File: config.mk
export PLATFORM = sky130hd
export DESIGN_NAME = tdm_frame_timer
export DESIGN_NICKNAME = d
export VERILOG_FILES = /design/src/rtl/tdmf_pkg.sv /design/src/rtl/tdmf_frame_ctr.sv /design/src/rtl/tdmf_pos_dec.sv /design/src/rtl/tdmf_pol_det.sv /design/src/rtl/tdm_frame_timer.sv
export SDC_FILE = /design/constraint.sdc
export NUM_CORES = 1
export LEC_CHECK = 0
export ABC_AREA = 0
export BUFFER_PORTS_ARGS = -buffer_cell sky130_fd_sc_hd__buf_4
export CAP_MARGIN = 25
export CORE_UTILIZATION = 57
export CTS_BUF_LIST = sky130_fd_sc_hd__clkbuf_16
export DETAILED_ROUTE_END_ITERATION = 7
export HOLD_SLACK_MARGIN = 0.1
export PLACE_DENSITY = 0.78
export RECOVER_POWER = 100
export SLEW_MARGIN = 20
export SYNTH_ARGS = -nofsm -noshare
export SYNTH_HDL_FRONTEND = slang
export SYNTH_SLANG_ARGS = --single-unit
File: constraint.sdc
create_clock -name clk -period 2.2 [get_ports clk]
set_clock_uncertainty 0.1 [all_clocks]
set_input_delay 0.44 -clock clk [delete_from_list [all_inputs] [get_ports clk]]
set_output_delay 0.44 -clock clk [all_outputs]
set_load 0.01 [all_outputs]
File: src/rtl/tdmf_pkg.sv
package tdmf_pkg;

    typedef enum logic [1:0] {
        ST_MASTER = 2'd0,
        ST_LEARN  = 2'd1,
        ST_SEEK   = 2'd2,
        ST_LOCK   = 2'd3
    } sync_st_e;

    // log2 of clocks per bit for a rate code
    function automatic logic [1:0] rate_shift(input logic [1:0] rate);
        logic [1:0] s;
        unique case (rate)
            2'b00:   s = 2'd2;
            2'b01:   s = 2'd1;
            default: s = 2'd0;
        endcase
        return s;
    endfunction

endpackage

File: src/rtl/tdmf_frame_ctr.sv
module tdmf_frame_ctr #(
    parameter int FRAME_CLKS = 1024,
    parameter int CW         = $clog2(FRAME_CLKS)
) (
    input  logic          clk,
    input  logic          rst_n,
    input  logic          load_i,
    output logic [CW-1:0] cnt_o,
    output logic          wrap_o
);
    localparam logic [CW-1:0] LAST = CW'(FRAME_CLKS - 1);

    assign wrap_o = (cnt_o == LAST);

    always_ff @(posedge clk) begin
        if (!rst_n)
            cnt_o <= '0;
        else if (load_i || wrap_o)
            cnt_o <= '0;
        else
            cnt_o <= cnt_o + 1'b1;
    end
endmodule

File: src/rtl/tdmf_pos_dec.sv
module tdmf_pos_dec
    import tdmf_pkg::*;
#(
    parameter int BITS = 8,
    parameter int CW   = 10,
    parameter int BW   = $clog2(BITS),
    parameter int CHW  = CW - BW
) (
    input  logic [CW-1:0]  cnt_i,
    input  logic [1:0]     rate_i,
    output logic [CHW-1:0] chan_o,
    output logic [BW-1:0]  bit_o,
    output logic           last_o,
    output logic           bclk_o
);
    logic [1:0]    sh;
    logic [CW-1:0] pos;
    logic [CW-1:0] mask;

    always_comb begin
        sh     = rate_shift(rate_i);
        pos    = cnt_i >> sh;
        chan_o = CHW'(pos >> BW);
        bit_o  = BW'(BITS - 1) - pos[BW-1:0];
        mask   = (CW'(BITS) << sh) - CW'(1);
        last_o = ((cnt_i & mask) == mask);
        bclk_o = (sh != 2'd0) && !cnt_i[0];
    end
endmodule

File: src/rtl/tdmf_pol_det.sv
module tdmf_pol_det #(
    parameter int WIN = 1024,
    parameter int WW  = $clog2(WIN)
) (
    input  logic clk,
    input  logic rst_n,
    input  logic start_i,
    input  logic upd_i,
    input  logic lvl_i,
    output logic done_o,
    output logic act_hi_o
);
    localparam logic [WW:0] HALF = (WW+1)'(WIN / 2);

    logic [WW-1:0] wcnt;
    logic [WW:0]   hcnt;
    logic [WW:0]   total;

    assign done_o = (wcnt == WW'(WIN - 1));
    assign total  = hcnt + (WW+1)'(lvl_i);

    always_ff @(posedge clk) begin
        if (!rst_n) begin
            wcnt     <= '0;
            hcnt     <= '0;
            act_hi_o <= 1'b0;
        end else if (start_i) begin
            wcnt <= '0;
            hcnt <= '0;
        end else if (done_o) begin
            wcnt <= '0;
            hcnt <= '0;
            if (upd_i)
                act_hi_o <= (total < HALF);
        end else begin
            wcnt <= wcnt + 1'b1;
            hcnt <= total;
        end
    end
endmodule

File: src/rtl/tdm_frame_timer.sv
module tdm_frame_timer
    import tdmf_pkg::*;
#(
    parameter  int BASE_CH    = 32,
    parameter  int BITS       = 8,
    localparam int FRAME_CLKS = BASE_CH * BITS * 4,
    localparam int CW         = $clog2(FRAME_CLKS),
    localparam int BW         = $clog2(BITS),
    localparam int CHW        = CW - BW
) (
    input  logic           clk,
    input  logic           rst_n,
    input  logic           master_i,
    input  logic           pol_i,
    input  logic [1:0]     rate_i,
    input  logic           fs_i,
    output logic           fp_o,
    output logic           bclk_o,
    output logic [CHW-1:0] chan_o,
    output logic [BW-1:0]  bit_o,
    output logic           last_o,
    output logic           ferr_o
);
    sync_st_e      st_q, st_d;
    logic          fs_q;
    logic          act_hi;
    logic          pd_done;
    logic          edge_w;
    logic          load;
    logic          wrap;
    logic [CW-1:0] cnt;
    logic          fp_act;

    assign edge_w = (act_hi ? fs_i : ~fs_i) && !(act_hi ? fs_q : ~fs_q);
    assign load   = !master_i && (st_q == ST_SEEK || st_q == ST_LOCK) && edge_w;

    tdmf_frame_ctr #(.FRAME_CLKS(FRAME_CLKS), .CW(CW)) u_ctr (
        .clk(clk), .rst_n(rst_n), .load_i(load), .cnt_o(cnt), .wrap_o(wrap)
    );

    tdmf_pos_dec #(.BITS(BITS), .CW(CW), .BW(BW), .CHW(CHW)) u_dec (
        .cnt_i(cnt), .rate_i(rate_i), .chan_o(chan_o), .bit_o(bit_o),
        .last_o(last_o), .bclk_o(bclk_o)
    );

    tdmf_pol_det #(.WIN(FRAME_CLKS)) u_pol (
        .clk(clk), .rst_n(rst_n),
        .start_i(st_d == ST_LEARN && st_q != ST_LEARN),
        .upd_i(st_q == ST_LEARN), .lvl_i(fs_q),
        .done_o(pd_done), .act_hi_o(act_hi)
    );

    // next-state logic
    always_comb begin
        st_d = st_q;
        unique case (st_q)
            ST_MASTER: if (!master_i) st_d = ST_LEARN;
            ST_LEARN:  if (master_i) st_d = ST_MASTER;
                       else if (pd_done) st_d = ST_SEEK;
            ST_SEEK:   if (master_i) st_d = ST_MASTER;
                       else if (edge_w) st_d = ST_LOCK;
            ST_LOCK:   if (master_i) st_d = ST_MASTER;
            default:   st_d = ST_MASTER;
        endcase
    end

    // state register and sync history
    always_ff @(posedge clk) begin
        if (!rst_n) begin
            st_q   <= master_i ? ST_MASTER : ST_LEARN;
            fs_q   <= 1'b0;
            ferr_o <= 1'b0;
        end else begin
            st_q <= st_d;
            fs_q <= fs_i;
            if (load && st_q == ST_LOCK && !wrap)
                ferr_o <= 1'b1;
        end
    end

    // output pulse
    always_comb begin
        fp_act = (st_q == ST_MASTER) && (wrap || cnt == '0);
        fp_o   = pol_i ? fp_act : ~fp_act;
    end
endmodule

==> summary.txt, run 1 <==
Layout
  – Area delta synth->final: 19.7%
  – # nets final: 254
  – Layout cells sized above 1: 16.5%
  – Antenna diode instance count: 0
  – Final Util: 71.6%

Power
  – Combinational Power Share: 6.7%
  – Overall power: 0.00141 W
  – VDD IR max: 0.000612 V
  – Pwr dens: 650 nW/µm²
  – Seq pwr share: 48.1%
  – Internal Power: 0.00111 W
  – Clock power share: 45.2%
  – Leak: 0.857 nW
  – Switching power: 0.000295 W
  – Switch share: 20.9%

Floorplanning
  – Die H: 58.4 µm
  – Die area: 3410 µm²
  – # rows: 20
  – Core Box Area: 3030 µm²
  – # IOs: 21
  – Die X-Extent: 58.4 µm
  – Initial core utilization: 59.8%

Worst setup path
  – Crit. End Element: primary output
  – Crit path launch type: flop
  – Required time worst endpoint: 1.66 ns
  – CP Class: reg -> out
  – CP max FO: 5
  – WP data arrival: 1.55 ns

STA
  – Final Hold Viols: 0
  – Minimum clock period: 2.09 ns
  – Setup_tns: 0 ns
  – Slew HR: 72.1%
  – Max-slew violations: 0
  – Fin crit share: 95.0%
  – Fmax: 0.478 GHz
  – Actual slew at the worst max-slew pin: 0.415 ns
  – Unrepaired setup endpoints after global routing: no
  – # setup viols final: 0

Synth
  – Leading post-synthesis cells by cell area: dfxtp_1 (40%), nor2_1 (8.7%), xnor2_1 (6.8%)
  – Sequential share of the synthesized area: 39.8%
  – Synth Flop Type: dfxtp_1
  – Yosys reg bits: 36
  – Post-Syn Area: 1810 µm²
  – Post-synth EDFFs: 0
  – Synthesized net count: 231
  – Synth top cells by count: nor2_1 (42), dfxtp_1 (36), nand2_1 (18)
  – Synth area leader: dfxtp_1
  – Most frequent cell after synthesis: nor2_1
  – Yosys cell types: 34
  – Warnings from Yosys: 0
  – Synth top area share: 39.8%
  – Syn avg cell area: 8.27 µm²
  – Gate Count Post-Synth: 219
  – Fraction of registers with async set or reset after synthesis: 0%

Global routing
  – Global route overflow: 0
  – First-pass GRT wire length: 5.52 mm
  – Vias in the first global route: 1356
  – Tot GR Track Use: 21.3%
  – Largest net degree at the start of global routing: 22
  – Antenna violations before repair: 0

Flow run
  – Maximum capacitance violations: 0

Clock network
  – Clock Sinks: 36
  – Maximum buffer depth of the clock tree: 2
  – CTS tree: built
  – Clock-pin slew on the worst setup and hold paths: 0.05 ns
  – Inserted Clock Buffers: 5
  – Root Driver: clkbuf_16
  – H-tree depth: 2
  – Skew-Pair Late Insertion Delay: 0.27 ns

Route
  – Starting DRT DRC Count: 59
  – Via density: 5.07
  – DRT Pass-1 Iters: 4
  – Vias after detailed routing: 1451
  – WL/cell: 11.0 µm
  – DRT antenna net count: 0
  – WL final: 3.16 mm
  – Drc violations: 0

Hold path
  – Hold Crit Class: in -> reg

Status
  – Status: finished clean

Place
  – Port Buffers: 20
  – Post-detailed-placement half-perimeter wirelength: 2.26 mm
  – Final GP Congestion: 0.871
-- sequential cells by signal (all words and copies together), names as in the netlist --
signal / flops
u_pol.hcnt: 11
fs_q: 1
st_q: 2
u_pol.wcnt: 10
ferr_o: 1
u_pol.act_hi_o: 1
u_ctr.cnt_o: 10
-- worst max-delay path, stage by stage (launching register included) --
cell and delay [ns]:
dfxtp_2 0.34, buf_4 0.15, nor4_2 0.19, and4b_1 0.24, o21ai_1 0.08, xor2_1 0.14
buf_4 0.14
-- final timing paths --
kind / startpoint / end / slack [ns] / cells after the start
hold reg to reg: u_ctr.cnt_o[0] / u_ctr.cnt_o[0] / 0.35 / 1
setup / recovery: u_ctr.cnt_o[4] / fp_o / 0.11 / 6
setup reg to reg: fs_q / u_pol.act_hi_o / 0.48 / 6
hold / removal: master_i / st_q[0] / 0.24 / 2
-- cells by family after synthesis --
family                   Yosys count  share of synthesized area, %
flip-flops                        36                          39.8
XOR/XNOR                          27                          13.1
AND/OR/NAND/NOR                   99                          26.3
adder cells (fa/ha/maj)            5                          3.45
buffers and inverters             23                          5.18
AO/OA/AOI/OAI                     21                          7.80
multiplexers                       8                          4.42
-- metrics by stage --
| step | area, µm² | worst slack (ns) | std cells | hold WS (ns) |
|---|---|---|---|---|
| 2_1_floorplan | 1810 | 0.408 | 219 | 0.330 |
| 3_3_place_gp | 2010 | 0.279 | 278 | 0.346 |
| 3_5_place_dp | 2010 | 0.257 | 278 | 0.352 |
| 4_1_cts | 2150 | 0.0403 | 285 | 0.237 |
| 5_1_grt | 2170 | 0.00313 | 286 | 0.247 |
| 6_report | 2170 | 0.109 | 286 | 0.240 |
-- timing repair --
item	CTS	global route
setup buffers	0	1
cloned	0	0
pin swaps	0	4
hold buffers	0	0
gates resized for setup	1	5
endpoints found under the setup margin	1	1
hold endpoints to repair	0	0
-- final cells by class --
cell class	instances	area, µm²
sequential	36	727
inverter	12	45.0
clock inverter	2	8.76
timing repair buffer	27	199
tap	44	55.1
multi-input combinational	160	1010
clock buffer	5	125
fill	252	860
-- metal layers --
metal / global-route usage [%] / share of wire, %
met2: 36.9 / 48
met5: 0 / 0
met3: 5.27 / 3.5
met4: 11.9 / 1.6
met1: 24.0 / 47
-- cells in the final DEF, fill, tap and decap left out, types with 2 or more instances in the layout --
master      n
nand3_1    11
dfxtp_2     2
o21ai_0     7
xor2_1     13
nor2_1     42
inv_1      13
dfxtp_1    33
a311oi_1    2
xnor2_1    14
and4_1      4
nand2_1    18
and3_1      3
clkbuf_16   5
nand3b_1    2
buf_4      26
nor3_1      5
nand4_1     4
mux2i_1     8
a21oi_1     4
ha_1        5
o31ai_1     2
-- power groups by stage --
stage          Sequential, W  Combinational, W  Clock [W]
6_report            0.000677         0.0000942   0.000637
5_1_grt             0.000678          0.000105   0.000682
4_1_cts             0.000676         0.0000946   0.000652
3_5_place_dp        0.000690         0.0000941          0
3_3_place_gp        0.000689         0.0000939          0
2_1_floorplan       0.000686         0.0000621          0
Note: power is estimated with default switching activity, not from simulation.
==> run 2, diff against run 1 <==
--- a/config.mk
+++ b/config.mk
@@ -14,6 +14,7 @@
 export HOLD_SLACK_MARGIN = 0.1
 export PLACE_DENSITY = 0.78
 export RECOVER_POWER = 100
+export SETUP_SLACK_MARGIN = 0.3
 export SLEW_MARGIN = 20
 export SYNTH_ARGS = -nofsm -noshare
 export SYNTH_HDL_FRONTEND = slang
==> run 2 against run 1 <==
Net effect: sequential share of layout area is essentially flat; worst setup slack gained 0.0072 ns; routed wire length grew 7.5%; final cell count grew 1.7%; critical path depth shrank 1; design area grew 1.5%; global-route usage grew 0.80 points; clock power is essentially flat; combinational power grew 4.6%; fmax grew 0.35%; first-iteration DRC count grew 5.1%; sequential power is essentially flat.
==> summary.txt, run 2 (synthesis gave the netlist of run 1 again) <==
Status
  – Status: finished clean

Place
  – DP Worst Slack: 0.257 ns (unchanged)
  – Final GP Congestion: 0.871 (unchanged)
  – Port Buffers: 20 (unchanged)
  – Dpl cells: 278 (unchanged)
  – Post-detailed-placement half-perimeter wirelength: 2.26 mm (unchanged)

Power
  – VDD IR max: 0.000612 V (about the same)
  – Pwr dens: 641 nW/µm² (-1.3%)
  – Overall power: 0.00141 W (+0.21%)
  – Leak: 0.849 nW (-0.90%)

Layout
  – # nets final: 259 (+2.0%)
  – Area delta synth->final: 21.5%
  – Commonest cells after routing, fill and taps aside: nor2_1 (42), dfxtp_1 (31), buf_4 (19), nand2_1 (18), xnor2_1 (14)
  – Layout cells sized above 1: 15.4% (-1.1 points)
  – Post-route insts no fill: 291 (+1.7%)
  – Largest Register: u_pol.hcnt
  – Largest register FFs: 11 (unchanged)
  – Top Registers: u_pol.hcnt x11, u_ctr.cnt_o x10, u_pol.wcnt x10
  – Most common cell after layout, fill and taps aside: nor2_1
  – Final Util: 72.7% (+1.1 points)
  – Antenna diode instance count: 0 (unchanged)

Floorplanning
  – Initial core utilization: 59.8% (unchanged)
  – Die H: 58.4 µm (unchanged)
  – Die area: 3410 µm² (unchanged)
  – Core Box Area: 3030 µm² (unchanged)
  – # IOs: 21 (unchanged)
  – # rows: 20 (unchanged)
  – Die X-Extent: 58.4 µm (unchanged)

Clock network
  – Clock Sinks: 36 (unchanged)
  – Skew-Pair Late Insertion Delay: 0.27 ns (about the same)
  – Clock-pin slew on the worst setup and hold paths: 0.05 ns (about the same)
  – Inserted Clock Buffers: 5 (unchanged)
  – Maximum buffer depth of the clock tree: 2 (unchanged)
  – H-tree depth: 2 (unchanged)
  – CTS tree: built
  – Root Driver: clkbuf_16

Global routing
  – Tot GR Track Use: 22.1% (+0.80 points)
  – Grt met3 use: 5.27% (unchanged)
  – Antenna violations before repair: 0 (unchanged)
  – GRT met1 Usage: 25.2% (+1.3 points)
  – Top Usage Layer GRT: met2
  – Global route overflow: 0 (unchanged)
  – M2 GR Usage: 38.3% (+1.3 points)
  – First-pass GRT wire length: 5.71 mm (+3.4%)
  – Largest net degree at the start of global routing: 22 (unchanged)
  – Vias in the first global route: 1388 (+2.4%)

Flow run
  – Maximum capacitance violations: 0 (unchanged)

Worst setup path
  – CP Class: reg -> out
  – WP data arrival: 1.54 ns (about the same)
  – Number of cells on the critical path: 5 (-1)
  – CP max FO: 6 (+1)
  – CP top delay family: buffers and inverters
  – Buf/Inv on CP: 2 (unchanged)
  – Setup slack, reg-to-reg: 0.24 ns (-0.24 ns)
  – Worst path slowest cell: dfxtp_1
  – Crit path largest cell delay: 0.33 ns (about the same)
  – R2R cell count: 5 (-1)
  – Critical R2R Capture: u_pol.wcnt[3]
  – Crit. End Element: primary output
  – RR Startpoint: u_pol.wcnt[0]
  – Worst path cell trace: clkbuf_1 -> and4b_1 -> o21ai_2 -> xor2_1 -> buf_4
  – Required time worst endpoint: 1.66 ns (about the same)
  – Crit path launch type: flop

Hold path
  – Worst hold endpoint: st_q[0]
  – HP Start: master_i
  – Hold Crit Class: in -> reg
  – WHS Path Cells: 2 (unchanged)

STA
  – Setup_tns: 0 ns (unchanged)
  – Fin crit share: 94.7% (-0.33 points)
  – Actual slew at the worst max-slew pin: 0.779 ns (+0.364 ns)
  – Max-slew violations: 0 (unchanged)
  – Minimum clock period: 2.08 ns (-0.00724 ns)
  – Fmax: 0.480 GHz (+0.35%)
  – # setup viols final: 0 (unchanged)
  – Slew HR: 48.0% (-24 points)
  – Final Hold Viols: 0 (unchanged)
  – PnR worst setup slack: 0.116 ns (+0.00724 ns)
  – Unrepaired setup endpoints after global routing: yes

Route
  – Via density: 5.16 (+1.7%)
  – WL final: 3.39 mm (+7.5%)
  – DRT Pass-1 Iters: 4 (unchanged)
  – Vias after detailed routing: 1501 (+3.4%)
  – WL/cell: 11.7 µm (+5.6%)
  – Drc violations: 0 (unchanged)
  – DRT antenna net count: 0 (unchanged)
  – Starting DRT DRC Count: 62 (+5.1%)
-- run 2: layout make-up --
cell class	instances	area, µm²
clock buffers	5	125
clock inverters	2	8.76
fillers	255	827
inverters	12	45.0
multi-input cells	160	1030
flip-flops and latches	36	737
well taps	44	55.1
repair buffers	32	203
-- run 2: worst max path at each step --
| stage | startpoint | end | slack [ns] |
|---|---|---|---|
| floorplan | u_ctr.cnt_o[0] | fp_o | 0.41 |
| global placement | u_ctr.cnt_o[6] | fp_o | 0.28 |
| detailed placement | u_ctr.cnt_o[6] | fp_o | 0.26 |
| CTS | u_ctr.cnt_o[1] | fp_o | 0.14 |
| global route | u_ctr.cnt_o[5] | fp_o | 0.06 |
| finish | u_ctr.cnt_o[5] | fp_o | 0.12 |
-- run 2: what timing repair did --
| item | CTS | global route |
|---|---|---|
| gates resized for setup | 7 | 11 |
| pin swaps | 4 | 4 |
| setup buffers | 5 | 1 |
| hold buffers | 0 | 0 |
| setup endpoints to repair | 1 | 1 |
| gates cloned | 0 | 0 |
-- run 2: routing by layer --
layer	up-vias	share of wire, %
met5	-	0
met4	0	1.4
met3	6	4.3
met2	39	48
met1	661	47
li1	795	-
-- run 2: per-stage QoR --
step / hold slack, ns / area [µm²]
6_report: 0.240 / 2200
5_1_grt: 0.247 / 2200
4_1_cts: 0.237 / 2200
3_5_place_dp: 0.352 / 2010
3_3_place_gp: 0.346 / 2010
2_1_floorplan: 0.330 / 1810
-- run 2: report_power, final --
group | leakage (nW) | switching [W] | internal, W
logic | 0.483 | 0.0000542 | 0.0000443
registers | 0.295 | 0.0000125 | 0.000662
clock network | 0.0709 | 0.000232 | 0.000405
